===== config.mk =====
export PLATFORM = sky130hd
export DESIGN_NAME = adc_window_watch
export DESIGN_NICKNAME = d
export VERILOG_FILES = /design/src/rtl/adc_wd_pkg.sv /design/src/rtl/wd_source_filter.sv /design/src/rtl/wd_window_cmp.sv /design/src/rtl/wd_event_fsm.sv /design/src/rtl/adc_window_watch.sv
export SDC_FILE = /design/constraint.sdc
export NUM_CORES = 1
export LEC_CHECK = 0
export BUFFER_PORTS_ARGS = -buffer_cell sky130_fd_sc_hd__buf_2
export CORE_MARGIN = 2
export CORE_UTILIZATION = 41
export CTS_BUF_LIST = sky130_fd_sc_hd__clkbuf_16
export DETAILED_ROUTE_END_ITERATION = 7
export PLACE_DENSITY = 0.84
export SLEW_MARGIN = 20
export SYNTH_ARGS = -nofsm -noshare
export SYNTH_HDL_FRONTEND = slang
export SYNTH_SLANG_ARGS = --single-unit

===== constraint.sdc =====
create_clock -name clk -period 1.85 [get_ports clk]
set_input_delay 0 -clock clk [delete_from_list [all_inputs] [get_ports clk]]
set_output_delay 0 -clock clk [all_outputs]
set_load 0.01 [all_outputs]

===== src/rtl/adc_wd_pkg.sv =====
package adc_wd_pkg;

    typedef enum logic {
        WD_WATCH = 1'b0,
        WD_ALARM = 1'b1
    } wd_state_e;

endpackage


===== src/rtl/wd_source_filter.sv =====
module wd_source_filter #(
    parameter int CHAN_W = 5
) (
    input  logic              res_valid,
    input  logic [CHAN_W-1:0] res_chan,
    input  logic              res_inserted,
    input  logic              cfg_single_en,
    input  logic [CHAN_W-1:0] cfg_sel_chan,
    input  logic              cfg_reg_en,
    input  logic              cfg_ins_en,
    output logic              take
);

    logic group_ok;
    logic chan_ok;

    // Single-channel mode watches both groups regardless of group enables.
    always_comb begin
        if (cfg_single_en) begin
            group_ok = 1'b1;
        end else if (res_inserted) begin
            group_ok = cfg_ins_en;
        end else begin
            group_ok = cfg_reg_en;
        end
        chan_ok = !cfg_single_en || (res_chan == cfg_sel_chan);
        take    = res_valid && group_ok && chan_ok;
    end

endmodule


===== src/rtl/wd_window_cmp.sv =====
module wd_window_cmp #(
    parameter int DATA_W = 12
) (
    input  logic [DATA_W-1:0] value,
    input  logic [DATA_W-1:0] low_thr,
    input  logic [DATA_W-1:0] high_thr,
    output logic              outside
);

    logic above;
    logic below;

    // Strict comparisons: values equal to a threshold are inside the window.
    always_comb begin
        above   = value > high_thr;
        below   = value < low_thr;
        outside = above || below;
    end

endmodule


===== src/rtl/wd_event_fsm.sv =====
module wd_event_fsm
    import adc_wd_pkg::*;
(
    input  logic clk,
    input  logic rst_n,
    input  logic hit,
    input  logic flag_clr,
    input  logic irq_en,
    output logic wd_flag,
    output logic wd_irq
);

    wd_state_e state_q;
    wd_state_e state_d;

    always_comb begin
        state_d = state_q;
        unique case (state_q)
            WD_WATCH: if (hit) state_d = WD_ALARM;               // trip
            WD_ALARM: if (flag_clr && !hit) state_d = WD_WATCH;  // acknowledge
            default:  state_d = WD_WATCH;
        endcase
    end

    always_ff @(posedge clk or negedge rst_n) begin
        if (!rst_n) begin
            state_q <= WD_WATCH;
        end else begin
            state_q <= state_d;
        end
    end

    always_comb begin
        wd_flag = (state_q == WD_ALARM);
        wd_irq  = wd_flag && irq_en;
    end

    // the flag holds while no clear arrives
    assert_flag_sticky_R7: assert property (@(posedge clk) disable iff (!rst_n)
        wd_flag && !flag_clr |=> wd_flag);

    // a hit together with a clear keeps the flag set
    assert_set_wins_R8: assert property (@(posedge clk) disable iff (!rst_n)
        hit && flag_clr |=> wd_flag);

    // the flag only rises after a hit
    assert_rise_needs_hit_R2: assert property (@(posedge clk) disable iff (!rst_n)
        $rose(wd_flag) |-> $past(hit));

endmodule


===== src/rtl/adc_window_watch.sv =====
module adc_window_watch #(
    parameter int DATA_W = 12,
    parameter int CHAN_W = 5
) (
    input  logic              clk,
    input  logic              rst_n,
    input  logic              res_valid,
    input  logic [DATA_W-1:0] res_data,
    input  logic [CHAN_W-1:0] res_chan,
    input  logic              res_inserted,
    input  logic [DATA_W-1:0] cfg_low_thr,
    input  logic [DATA_W-1:0] cfg_high_thr,
    input  logic              cfg_single_en,
    input  logic [CHAN_W-1:0] cfg_sel_chan,
    input  logic              cfg_reg_en,
    input  logic              cfg_ins_en,
    input  logic              irq_en,
    input  logic              flag_clr,
    output logic              wd_flag,
    output logic              wd_irq
);

    logic take;
    logic outside;
    logic hit;

    wd_source_filter #(.CHAN_W(CHAN_W)) filter_i (
        .res_valid    (res_valid),
        .res_chan     (res_chan),
        .res_inserted (res_inserted),
        .cfg_single_en(cfg_single_en),
        .cfg_sel_chan (cfg_sel_chan),
        .cfg_reg_en   (cfg_reg_en),
        .cfg_ins_en   (cfg_ins_en),
        .take         (take)
    );

    wd_window_cmp #(.DATA_W(DATA_W)) cmp_i (
        .value   (res_data),
        .low_thr (cfg_low_thr),
        .high_thr(cfg_high_thr),
        .outside (outside)
    );

    assign hit = take && outside;

    wd_event_fsm fsm_i (
        .clk     (clk),
        .rst_n   (rst_n),
        .hit     (hit),
        .flag_clr(flag_clr),
        .irq_en  (irq_en),
        .wd_flag (wd_flag),
        .wd_irq  (wd_irq)
    );

    // in single-channel mode a hit comes from the selected channel
    assert_single_chan_R5: assert property (@(posedge clk) disable iff (!rst_n)
        hit && cfg_single_en |-> res_chan == cfg_sel_chan);

    // a regular-group hit outside single-channel mode needs the regular enable
    assert_reg_group_R4: assert property (@(posedge clk) disable iff (!rst_n)
        hit && !cfg_single_en && !res_inserted |-> cfg_reg_en);

    // a hit always carries a value outside the window
    assert_hit_outside_R3: assert property (@(posedge clk) disable iff (!rst_n)
        hit |-> (res_data > cfg_high_thr) || (res_data < cfg_low_thr));

    // with the watchdog off nothing is ever checked
    assert_off_quiet_R6: assert property (@(posedge clk) disable iff (!rst_n)
        !cfg_single_en && !cfg_reg_en && !cfg_ins_en |-> !hit);

endmodule


==> tab_implementation.tex, run 1 <==
\begin{tabular}{lr}
\hline
Metric & Value \\
\hline
\multicolumn{2}{l}{\textbf{Final layout}} \\
Area growth from synthesis to final layout & 44.68\% \\
Area used by multi-input combinational logic & 579.3 µm² \\
Max FFs per register & 1 \\
Sequential cell area in the final layout & 25.02 µm² \\
Share of post-route cells with drive strength above 1 & 37.75\% \\
Number of fill cells & 152 \\
Diode count & 0 \\
Net count of the finished layout & 231 \\
\multicolumn{2}{l}{\textbf{Die}} \\
Starting density of the core & 45.05\% \\
Die Footprint & 2039 µm² \\
Height of the chip & between 40 and 50 µm \\
Number of top-level pins & 57 \\
Die Span X & 45.16 µm \\
Total core area & roughly 1500 µm² \\
Row Count & 14 \\
\multicolumn{2}{l}{\textbf{Run}} \\
Max-cap violations & 0 \\
\multicolumn{2}{l}{\textbf{Route}} \\
Drt drc & 0 \\
Detailed-route wire length & about 1700 µm \\
Remaining antenna violation count & 0 \\
Via/cell ratio & 5.102 \\
Via count & 852 \\
Number of iterations in the first detailed-routing pass & 4 \\
Initial drt markers & 2 \\
Avg WL per Cell & 10.20 µm \\
\multicolumn{2}{l}{\textbf{Placement}} \\
DP Wirelength & 1640 µm \\
Placement-stage worst setup slack & 520.5 ps \\
Port Buf Inserts & 56 \\
Weighted congestion reported at the end of routability-driven placement & 0.7139 \\
\multicolumn{2}{l}{\textbf{Yosys}} \\
Syn. warnings & 0 \\
Area share of the leading cell type in the synthesized netlist & 41.44\% \\
Number of nets in the synthesized netlist & around 170 \\
Fraction of the yosys area taken by sequential cells & 3.604\% \\
Mapped Cells & 94 \\
Count of different cell masters after synthesis & 22 \\
Top cells by area, synth & sky130\_fd\_sc\_hd\_\_ha\_1 (41\%), sky130\_fd\_sc\_hd\_\_inv\_1 (13\%), sky130\_fd\_sc\_hd\_\_xnor2\_1 (6.3\%) \\
Synthesis-stage register bit count & 1 \\
Post-Syn Area & 694.4 µm² \\
Post-synth top area cell & sky130\_fd\_sc\_hd\_\_ha\_1 \\
Average size of a mapped cell & roughly 7.4 µm² \\
\multicolumn{2}{l}{\textbf{Setup path}} \\
Maximum fanout count along the critical path & 3 \\
Worst setup SP type & input port \\
Data arrival time of the worst path & 1180 ps \\
Required time reported for the critical path endpoint & around 1700 ps \\
Worst Setup Path Type & input port to flop \\
Crit. End Element & flop \\
Crit path largest cell delay & approximately 400 ps \\
Cell with the biggest individual delay on the critical path & sky130\_fd\_sc\_hd\_\_or3\_1 \\
CP Cell Sequence & buf\_2 -> ha\_1 -> nand4\_1 -> or3\_1 -> o31ai\_1 -> o221ai\_2 \\
Count of buffering cells on the critical path with inverters included & 1 \\
Kind of cell with the highest combined delay on the critical path & simple AND/OR/NAND/NOR gates \\
\multicolumn{2}{l}{\textbf{Power and ir drop}} \\
IR Drop Worst-Case VDD & 147.1 µV \\
Leakage & 0.0006431 µW \\
Pwr/cell area & 225.9 nW/µm² \\
Power after layout & between 200 and 250 µW \\
\multicolumn{2}{l}{\textbf{Status}} \\
Result of the run & complete, no violations \\
\multicolumn{2}{l}{\textbf{Clock network}} \\
Number of gates resized after CTS & 0 \\
Setup Buffers After CTS & 0 \\
Clock transition at the registers of the reported paths & 0 ps \\
Clk Latency, worst-skew pair & 0 ps \\
\multicolumn{2}{l}{\textbf{GRT}} \\
Antenna violations before repair & 0 \\
Largest net degree at the start of global routing & 4 \\
Overall track demand over capacity in global routing & 17.68\% \\
Via count of the first global-routing pass & around 790 \\
First-pass GRT wire length & 2884 µm \\
Remaining Overflow, GRT & 0 \\
\multicolumn{2}{l}{\textbf{Timing}} \\
Setup Total Neg Slack & 0 ps \\
Worst path setup slack after routing & 534.7 ps \\
Post-route clock period utilization & 71.10\% \\
Worst rel slew slack & 82.49\% \\
Final Max Tran Viols & 0 \\
Worst Skew & 0 ps \\
Unrepaired setup endpoints after global routing & false \\
Final hold violation count & 0 \\
Number of failing setup endpoints in the final timing report & 0 \\
Actual slew at the worst max-slew pin & 260.4 ps \\
Fin crit period & 1315 ps \\
FMAX & 760.3 MHz \\
\multicolumn{2}{l}{\textbf{Hold path}} \\
Class of the worst hold path & input port to flop \\
\hline
\end{tabular}
## area by class of cell
class	instances	area share, %
Tap cell	16	1.993
Timing Repair Buffer	57	28.89
Inverter	24	8.966
Multi-Input combinational cell	69	57.66
Sequential cell	1	2.491
## placed cells by master, fill, tap and decap left out
cell                            instances
sky130_fd_sc_hd__nand4_1                4
sky130_fd_sc_hd__dlygate4sd3_1          1
sky130_fd_sc_hd__a21o_1                 4
sky130_fd_sc_hd__o22ai_1                1
sky130_fd_sc_hd__or3_1                  1
sky130_fd_sc_hd__a21oi_1                8
sky130_fd_sc_hd__o221ai_2               1
sky130_fd_sc_hd__o211ai_1               1
sky130_fd_sc_hd__inv_1                 24
sky130_fd_sc_hd__xnor2_1                5
sky130_fd_sc_hd__and2_1                 1
sky130_fd_sc_hd__mux2i_1                1
sky130_fd_sc_hd__nor2b_1                2
sky130_fd_sc_hd__nand2_1                5
sky130_fd_sc_hd__o21ai_0                2
sky130_fd_sc_hd__nand3_1                4
sky130_fd_sc_hd__o31ai_1                1
sky130_fd_sc_hd__buf_2                 56
sky130_fd_sc_hd__ha_1                  23
sky130_fd_sc_hd__o2111ai_1              1
sky130_fd_sc_hd__nor2_1                 1
sky130_fd_sc_hd__dfrtp_1                1
sky130_fd_sc_hd__a211oi_1               2
sky130_fd_sc_hd__nor3_1                 1
## logic make-up (layout without fill, tap and decap cells)
logic type,Yosys count,count (layout),share of synthesized area [%]
buffers and inverters,24,81,12.97
adders and majority gates,23,23,41.44
AOI/OAI and AO/OA,21,21,20.18
and+or+nand+nor,19,19,14.05
xor gates and xnor gates,5,5,6.306
muxes,1,1,1.441
DFF,1,1,3.603
## routing by layer
layer,GRT usage [%],routed length (µm),part of all wire [%]
met5,0,0,0
met4,2.353,8,0.47
met3,0.4000,140,8.2
met2,35.14,900,53
met1,21.10,654,38
## power breakdown
group | leakage, µW | switching, µW | total (µW) | internal, µW
registers | 0.0000130 | 1.79 | 27.2 | 25.4
clock network | 0 | 0 | 0 | 0
logic | 0.000630 | 91.4 | 200 | 108
## per-stage QoR
stage	hold WS [ps]	cells	area (µm²)	util (%)
floorplan	-295.6	94	694.4	-
global placement	-221.7	166	994.7	64.53
detailed placement	-222.7	166	994.7	64.53
CTS	239.0	167	1005	65.18
global route	260.2	167	1005	65.18
finish	235.6	167	1005	65.18
## cells in the mapped netlist (all sizes together)
cell	count
a21o	4
mux2i	1
inv	24
a21oi	8
or3	1
nor2	1
and2	1
nand3	4
nand2	5
xnor2	5
o31ai	1
o221ai	1
nor3	1
o22ai	1
o2111ai	1
o211ai	1
dfrtp	1
ha	23
o21ai	2
nor2b	2
a211oi	2
nand4	4
## worst reg2reg max path, stage by stage, from the launching register on
cell,delay [ps]
sky130_fd_sc_hd__dfrtp_1,360
sky130_fd_sc_hd__inv_1,70
sky130_fd_sc_hd__o221ai_2,80
## worst paths after layout
| kind | start | end | slack (ps) | cells past startpoint |
|---|---|---|---|---|
| setup reg to reg | fsm_i.wd_flag | fsm_i.wd_flag | 1200 | 2 |
| min in group asynchronous | rst_n | fsm_i.wd_flag | 320 | 2 |
| max in group asynchronous | rst_n | fsm_i.wd_flag | 1450 | 2 |
| hold reg to reg | fsm_i.wd_flag | fsm_i.wd_flag | 560 | 2 |
| setup / recovery | res_data[10] | fsm_i.wd_flag | 530 | 6 |
| hold / removal | flag_clr | fsm_i.wd_flag | 240 | 2 |
## timing repair
action / CTS / global route
hold buffers: 1 / 0
hold endpoints to repair: 1 / 0
endpoints found under the setup margin: 0 / 0
No activity file was read; power rests on OpenSTA's default activity.
==> run 2: changes to the inputs <==
- CORE_UTILIZATION: 41 -> 38
- PLACE_DENSITY: 0.84 -> 0.79
- clock period: 1.85 -> 1.3 ns (I/O delays scaled with it)
==> tab_implementation.tex, run 2 (synthesis results as in run 1) <==
\begin{tabular}{lr}
\hline
Metric & Value \\
\hline
\multicolumn{2}{l}{\textbf{Setup path}} \\
Worst Setup Path Type & input port to flop \\
Data arrival time of the worst path & 1110 ps \\
Maximum fanout count along the critical path & 2 \\
Required time reported for the critical path endpoint & roughly 1200 ps \\
Crit. End Element & flop \\
Worst setup SP type & input port \\
\multicolumn{2}{l}{\textbf{Placement}} \\
DP Wirelength & 1528 µm \\
Port Buf Inserts & between 50 and 60 \\
Placed insts & 176 \\
Placement-stage cell area & 1013 µm² \\
Placement-stage worst setup slack & -39.53 ps \\
Weighted congestion reported at the end of routability-driven placement & between 0.6 and 0.7 \\
\multicolumn{2}{l}{\textbf{Die}} \\
Total core area & 1727 µm² \\
Number of top-level pins & between 50 and 60 \\
Die Span X & approximately 47 µm \\
Starting density of the core & between 40\% and 50\% \\
Row Count & 15 \\
Height of the chip & between 40 and 50 µm \\
Die Footprint & 2186 µm² \\
\multicolumn{2}{l}{\textbf{Final layout}} \\
Area growth from synthesis to final layout & 55.50\% \\
Commonest cells after routing, fill and taps aside & sky130\_fd\_sc\_hd\_\_buf\_2 (56), sky130\_fd\_sc\_hd\_\_inv\_1 (24), sky130\_fd\_sc\_hd\_\_ha\_1 (21) \\
Share of post-route cells with drive strength above 1 & 44.08\% \\
Max FFs per register & 1 \\
Commonest non-fill, non-tap cell in the layout & sky130\_fd\_sc\_hd\_\_buf\_2 \\
Post-route insts no fill & around 180 \\
Core Util, Final & roughly 63\% \\
Post-route design area & 1080 µm² \\
Diode count & 0 \\
Net count of the finished layout & 232 \\
\multicolumn{2}{l}{\textbf{Timing}} \\
Number of failing setup endpoints in the final timing report & 0 \\
Post-route clock period utilization & 95.35\% \\
Setup Total Neg Slack & 0 ps \\
Final Max Tran Viols & 0 \\
Worst Skew & 0 ps \\
Unrepaired setup endpoints after global routing & true \\
Final hold violation count & 0 \\
Actual slew at the worst max-slew pin & 250.7 ps \\
Fin crit period & 1240 ps \\
FMAX & between 800 and 900 MHz \\
Worst rel slew slack & 83.19\% \\
Worst path setup slack after routing & 60.44 ps \\
\multicolumn{2}{l}{\textbf{Route}} \\
Via/cell ratio & 4.621 \\
Initial drt markers & 0 \\
Avg WL per Cell & between 9 and 10 µm \\
Via count & 818 \\
Drt drc & 0 \\
Remaining antenna violation count & 0 \\
Detailed-route wire length & 1665 µm \\
Number of iterations in the first detailed-routing pass & 1 \\
\multicolumn{2}{l}{\textbf{Power and ir drop}} \\
Pwr/cell area & 326.8 nW/µm² \\
IR Drop Worst-Case VDD & 207.0 µV \\
Leakage & 0.0006531 µW \\
\multicolumn{2}{l}{\textbf{Clock network}} \\
Clock transition at the registers of the reported paths & 0 ps \\
Clk Latency, worst-skew pair & 0 ps \\
\multicolumn{2}{l}{\textbf{GRT}} \\
Overall track demand over capacity in global routing & 15.15\% \\
First-pass GRT wire length & 2532 µm \\
Antenna violations before repair & 0 \\
Via count of the first global-routing pass & 706 \\
Largest net degree at the start of global routing & 4 \\
Remaining Overflow, GRT & 0 \\
\multicolumn{2}{l}{\textbf{Hold path}} \\
Class of the worst hold path & input port to flop \\
\multicolumn{2}{l}{\textbf{Status}} \\
Result of the run & complete, no violations \\
\multicolumn{2}{l}{\textbf{Run}} \\
Max-cap violations & 0 \\
\hline
\end{tabular}
## run 2: cell count changes in the layout (fill, tap and decap cells not counted), moves of 2 or more
cell                      change
sky130_fd_sc_hd__o21ai_0      -2
sky130_fd_sc_hd__ha_4         +2
sky130_fd_sc_hd__o21ai_1      +2
sky130_fd_sc_hd__a21oi_1      -2
sky130_fd_sc_hd__a21oi_2      +2
sky130_fd_sc_hd__ha_1         -2
## run 2: area by class of cell
cell class,count,area [µm²]
timing repair buffer,58,297.8
sequential,1,25.02
multi-input combinational,69,635.6
inverter,24,90.09
fill,163,646.9
tap,25,31.28
## run 2: power breakdown
part	internal, µW	total (µW)	switching, µW
clock network	0	0	0
logic	170	314	145
registers	36.1	38.6	2.48
## run 2: worst max-delay path: stages
cell	delay, ps
sky130_fd_sc_hd__buf_2	110
sky130_fd_sc_hd__ha_1	290
sky130_fd_sc_hd__nor2b_1	130
sky130_fd_sc_hd__o211ai_1	150
sky130_fd_sc_hd__a211oi_1	100
sky130_fd_sc_hd__o31ai_2	210
sky130_fd_sc_hd__o221ai_2	110
## run 2: what timing repair did
| action | CTS | global route |
|---|---|---|
| pin swaps | 2 | 4 |
| hold buffers | 1 | 0 |
| endpoints found under the setup margin | 1 | 1 |
| endpoints found under the hold margin | 1 | 0 |
| resized for setup | 2 | 9 |
| setup buffers | 0 | 0 |
| cloned | 0 | 0 |
## run 2: worst paths after layout
check / startpoint / slack, ps / endpoint / depth (start not counted)
hold reg to reg: fsm_i.wd_flag / 560 / fsm_i.wd_flag / 2
max in group asynchronous: rst_n / 880 / fsm_i.wd_flag / 2
hold / removal: flag_clr / 230 / fsm_i.wd_flag / 2
setup reg to reg: fsm_i.wd_flag / 660 / fsm_i.wd_flag / 2
min in group asynchronous: rst_n / 330 / fsm_i.wd_flag / 2
setup / recovery: res_data[1] / 60 / fsm_i.wd_flag / 7
## run 2: metrics by stage
step	hold WS, ps	power [µW]
finish	234.3	352.9
global placement	-221.9	310.6
CTS	238.3	335.2
floorplan	-295.6	194.0
global route	257.7	400.6
detailed placement	-222.2	324.0
## run 2: metal layers
layer	GRT usage, %	share of wire [%]
met1	17.97	42
met2	31.94	51
met3	0	7.4
met4	0	0
met5	0	0
==> run 3: changes to the inputs <==
- CORE_MARGIN: 2 -> not set
- CTS_BUF_LIST: sky130_fd_sc_hd__clkbuf_16 -> not set
- clock period: 1.3 -> 1.2 ns (I/O delays scaled with it)
==> tab_implementation.tex, run 3 (synthesis results as in run 1) <==
\begin{tabular}{lr}
\hline
Metric & Value \\
\hline
\multicolumn{2}{l}{\textbf{Route}} \\
Initial drt markers & 12 \\
Detailed-route wire length & between 1500 and 2000 µm \\
Avg WL per Cell & 10.51 µm \\
Via/cell ratio & 4.785 \\
Via count & 866 \\
Number of iterations in the first detailed-routing pass & 4 \\
Drt drc & 0 \\
Remaining antenna violation count & 0 \\
\multicolumn{2}{l}{\textbf{Power and ir drop}} \\
Pwr/cell area & between 300 and 400 nW/µm² \\
Power after layout & 427.9 µW \\
IR Drop Worst-Case VDD & approximately 240 µV \\
Leakage & just under 0.0007 µW \\
\multicolumn{2}{l}{\textbf{Final layout}} \\
Net count of the finished layout & 236 \\
Commonest cells after routing, fill and taps aside & sky130\_fd\_sc\_hd\_\_buf\_2 (54), sky130\_fd\_sc\_hd\_\_inv\_1 (21), sky130\_fd\_sc\_hd\_\_ha\_1 (17) \\
Commonest non-fill, non-tap cell in the layout & sky130\_fd\_sc\_hd\_\_buf\_2 \\
Max FFs per register & 1 \\
Diode count & 0 \\
Number of fill cells & 160 \\
Area growth from synthesis to final layout & 71.71\% \\
Share of post-route cells with drive strength above 1 & 50.64\% \\
\multicolumn{2}{l}{\textbf{Die}} \\
Die Span X & 44.75 µm \\
Die Footprint & 2003 µm² \\
Starting density of the core & approximately 40\% \\
Row Count & 15 \\
Total core area & $\sim$1700 µm² \\
Number of top-level pins & 57 \\
Height of the chip & 44.75 µm \\
\multicolumn{2}{l}{\textbf{Setup path}} \\
Worst setup SP type & input port \\
Required time reported for the critical path endpoint & about 1100 ps \\
Data arrival time of the worst path & 1120 ps \\
Worst-case reg-to-reg path depth & 2 \\
Maximum fanout count along the critical path & 2 \\
Worst Setup Path Type & input port to flop \\
Crit. End Element & flop \\
\multicolumn{2}{l}{\textbf{Timing}} \\
Post-route clock period utilization & 104.8\% \\
Worst Skew & 0 ps \\
Final Max Tran Viols & 0 \\
Number of failing setup endpoints in the final timing report & 1 \\
Unrepaired setup endpoints after global routing & true \\
Worst path setup slack after routing & -57.44 ps \\
Final hold violation count & 0 \\
Setup Total Neg Slack & -57.44 ps \\
Fin crit period & roughly 1300 ps \\
Actual slew at the worst max-slew pin & approximately 250 ps \\
Worst rel slew slack & 83.60\% \\
FMAX & 795.3 MHz \\
\multicolumn{2}{l}{\textbf{GRT}} \\
Antenna violations before repair & 0 \\
Via count of the first global-routing pass & around 820 \\
Overall track demand over capacity in global routing & 18.37\% \\
Largest net degree at the start of global routing & 4 \\
Remaining Overflow, GRT & 0 \\
First-pass GRT wire length & 2904 µm \\
\multicolumn{2}{l}{\textbf{Placement}} \\
DP Wirelength & 1595 µm \\
Port Buf Inserts & 56 \\
Weighted congestion reported at the end of routability-driven placement & 0.6595 \\
\multicolumn{2}{l}{\textbf{Run}} \\
Max-cap violations & 0 \\
\multicolumn{2}{l}{\textbf{Hold path}} \\
Class of the worst hold path & input port to flop \\
Number of cells on the worst hold path & 2 \\
\multicolumn{2}{l}{\textbf{Clock network}} \\
Clk Latency, worst-skew pair & 0 ps \\
Clock transition at the registers of the reported paths & 0 ps \\
\multicolumn{2}{l}{\textbf{Status}} \\
Failing checks & setup timing \\
Result of the run & finished, violations left \\
\hline
\end{tabular}
-- run 3: cell count changes in the layout (fill, tap and decap cells not counted), sizes merged --
cell / before / now
buf: 57 / 61
-- run 3: cell type report --
cell class              count  area [µm²]  share of cell area, %
inverters                  24       92.59                  7.765
multi-input cells          69       695.7                  58.34
flip-flops and latches      1       25.02                  2.099
well taps                  25       31.28                  2.623
repair buffers             62       347.8                  29.17
-- run 3: routing by layer --
layer	up-vias	track usage (%)	part of all wire [%]
li1	452	-	-
met1	372	20.58	37
met2	40	39.71	55
met3	2	0.4000	6.8
met4	0	0	0.74
met5	-	0	0
-- run 3: report_power, final --
| group | internal [µW] | switching (µW) |
|---|---|---|
| Clock | 0 | 0 |
| Combinational | 212 | 173 |
| Sequential | 39.1 | 3.22 |
| Total | 251 | 176 |
-- run 3: worst max-delay path, cell delays in order --
cell and delay, ps:
sky130_fd_sc_hd__buf_2 120, sky130_fd_sc_hd__ha_1 300, sky130_fd_sc_hd__nand2_1 70, sky130_fd_sc_hd__nor3_2 220, sky130_fd_sc_hd__a21oi_2 90, sky130_fd_sc_hd__o2111ai_2 200, sky130_fd_sc_hd__o221ai_2 110
-- run 3: per-stage QoR --
step	instance area, µm²	instances	hold WS (ps)	util, %	setup WS (ps)
after floorplan	694.4	94	-295.6	-	54.91
after global placement	1036	179	-221.4	60.00	-99.93
after detailed placement	1036	179	-219.1	60.00	-144.4
after CTS	1154	181	243.6	66.81	-57.99
after global routing	1192	181	256.7	69.06	-134.4
final	1192	181	238.6	69.06	-57.44
-- run 3: path summary, 6_finish.rpt --
kind	to	slack, ps	start
setup / recovery	fsm_i.wd_flag	-60	res_data[5]
hold / removal	fsm_i.wd_flag	240	flag_clr
setup reg to reg	fsm_i.wd_flag	550	fsm_i.wd_flag
hold reg to reg	fsm_i.wd_flag	580	fsm_i.wd_flag
max in group asynchronous	fsm_i.wd_flag	780	rst_n
min in group asynchronous	fsm_i.wd_flag	330	rst_n
-- run 3: repair_timing --
item,in CTS,in global routing
gates resized for setup,16,10
pin swaps,12,7
gates cloned,0,0
buffers inserted,1,0
endpoints found under the setup margin,1,1
hold buffers,1,0
endpoints found under the hold margin,1,0
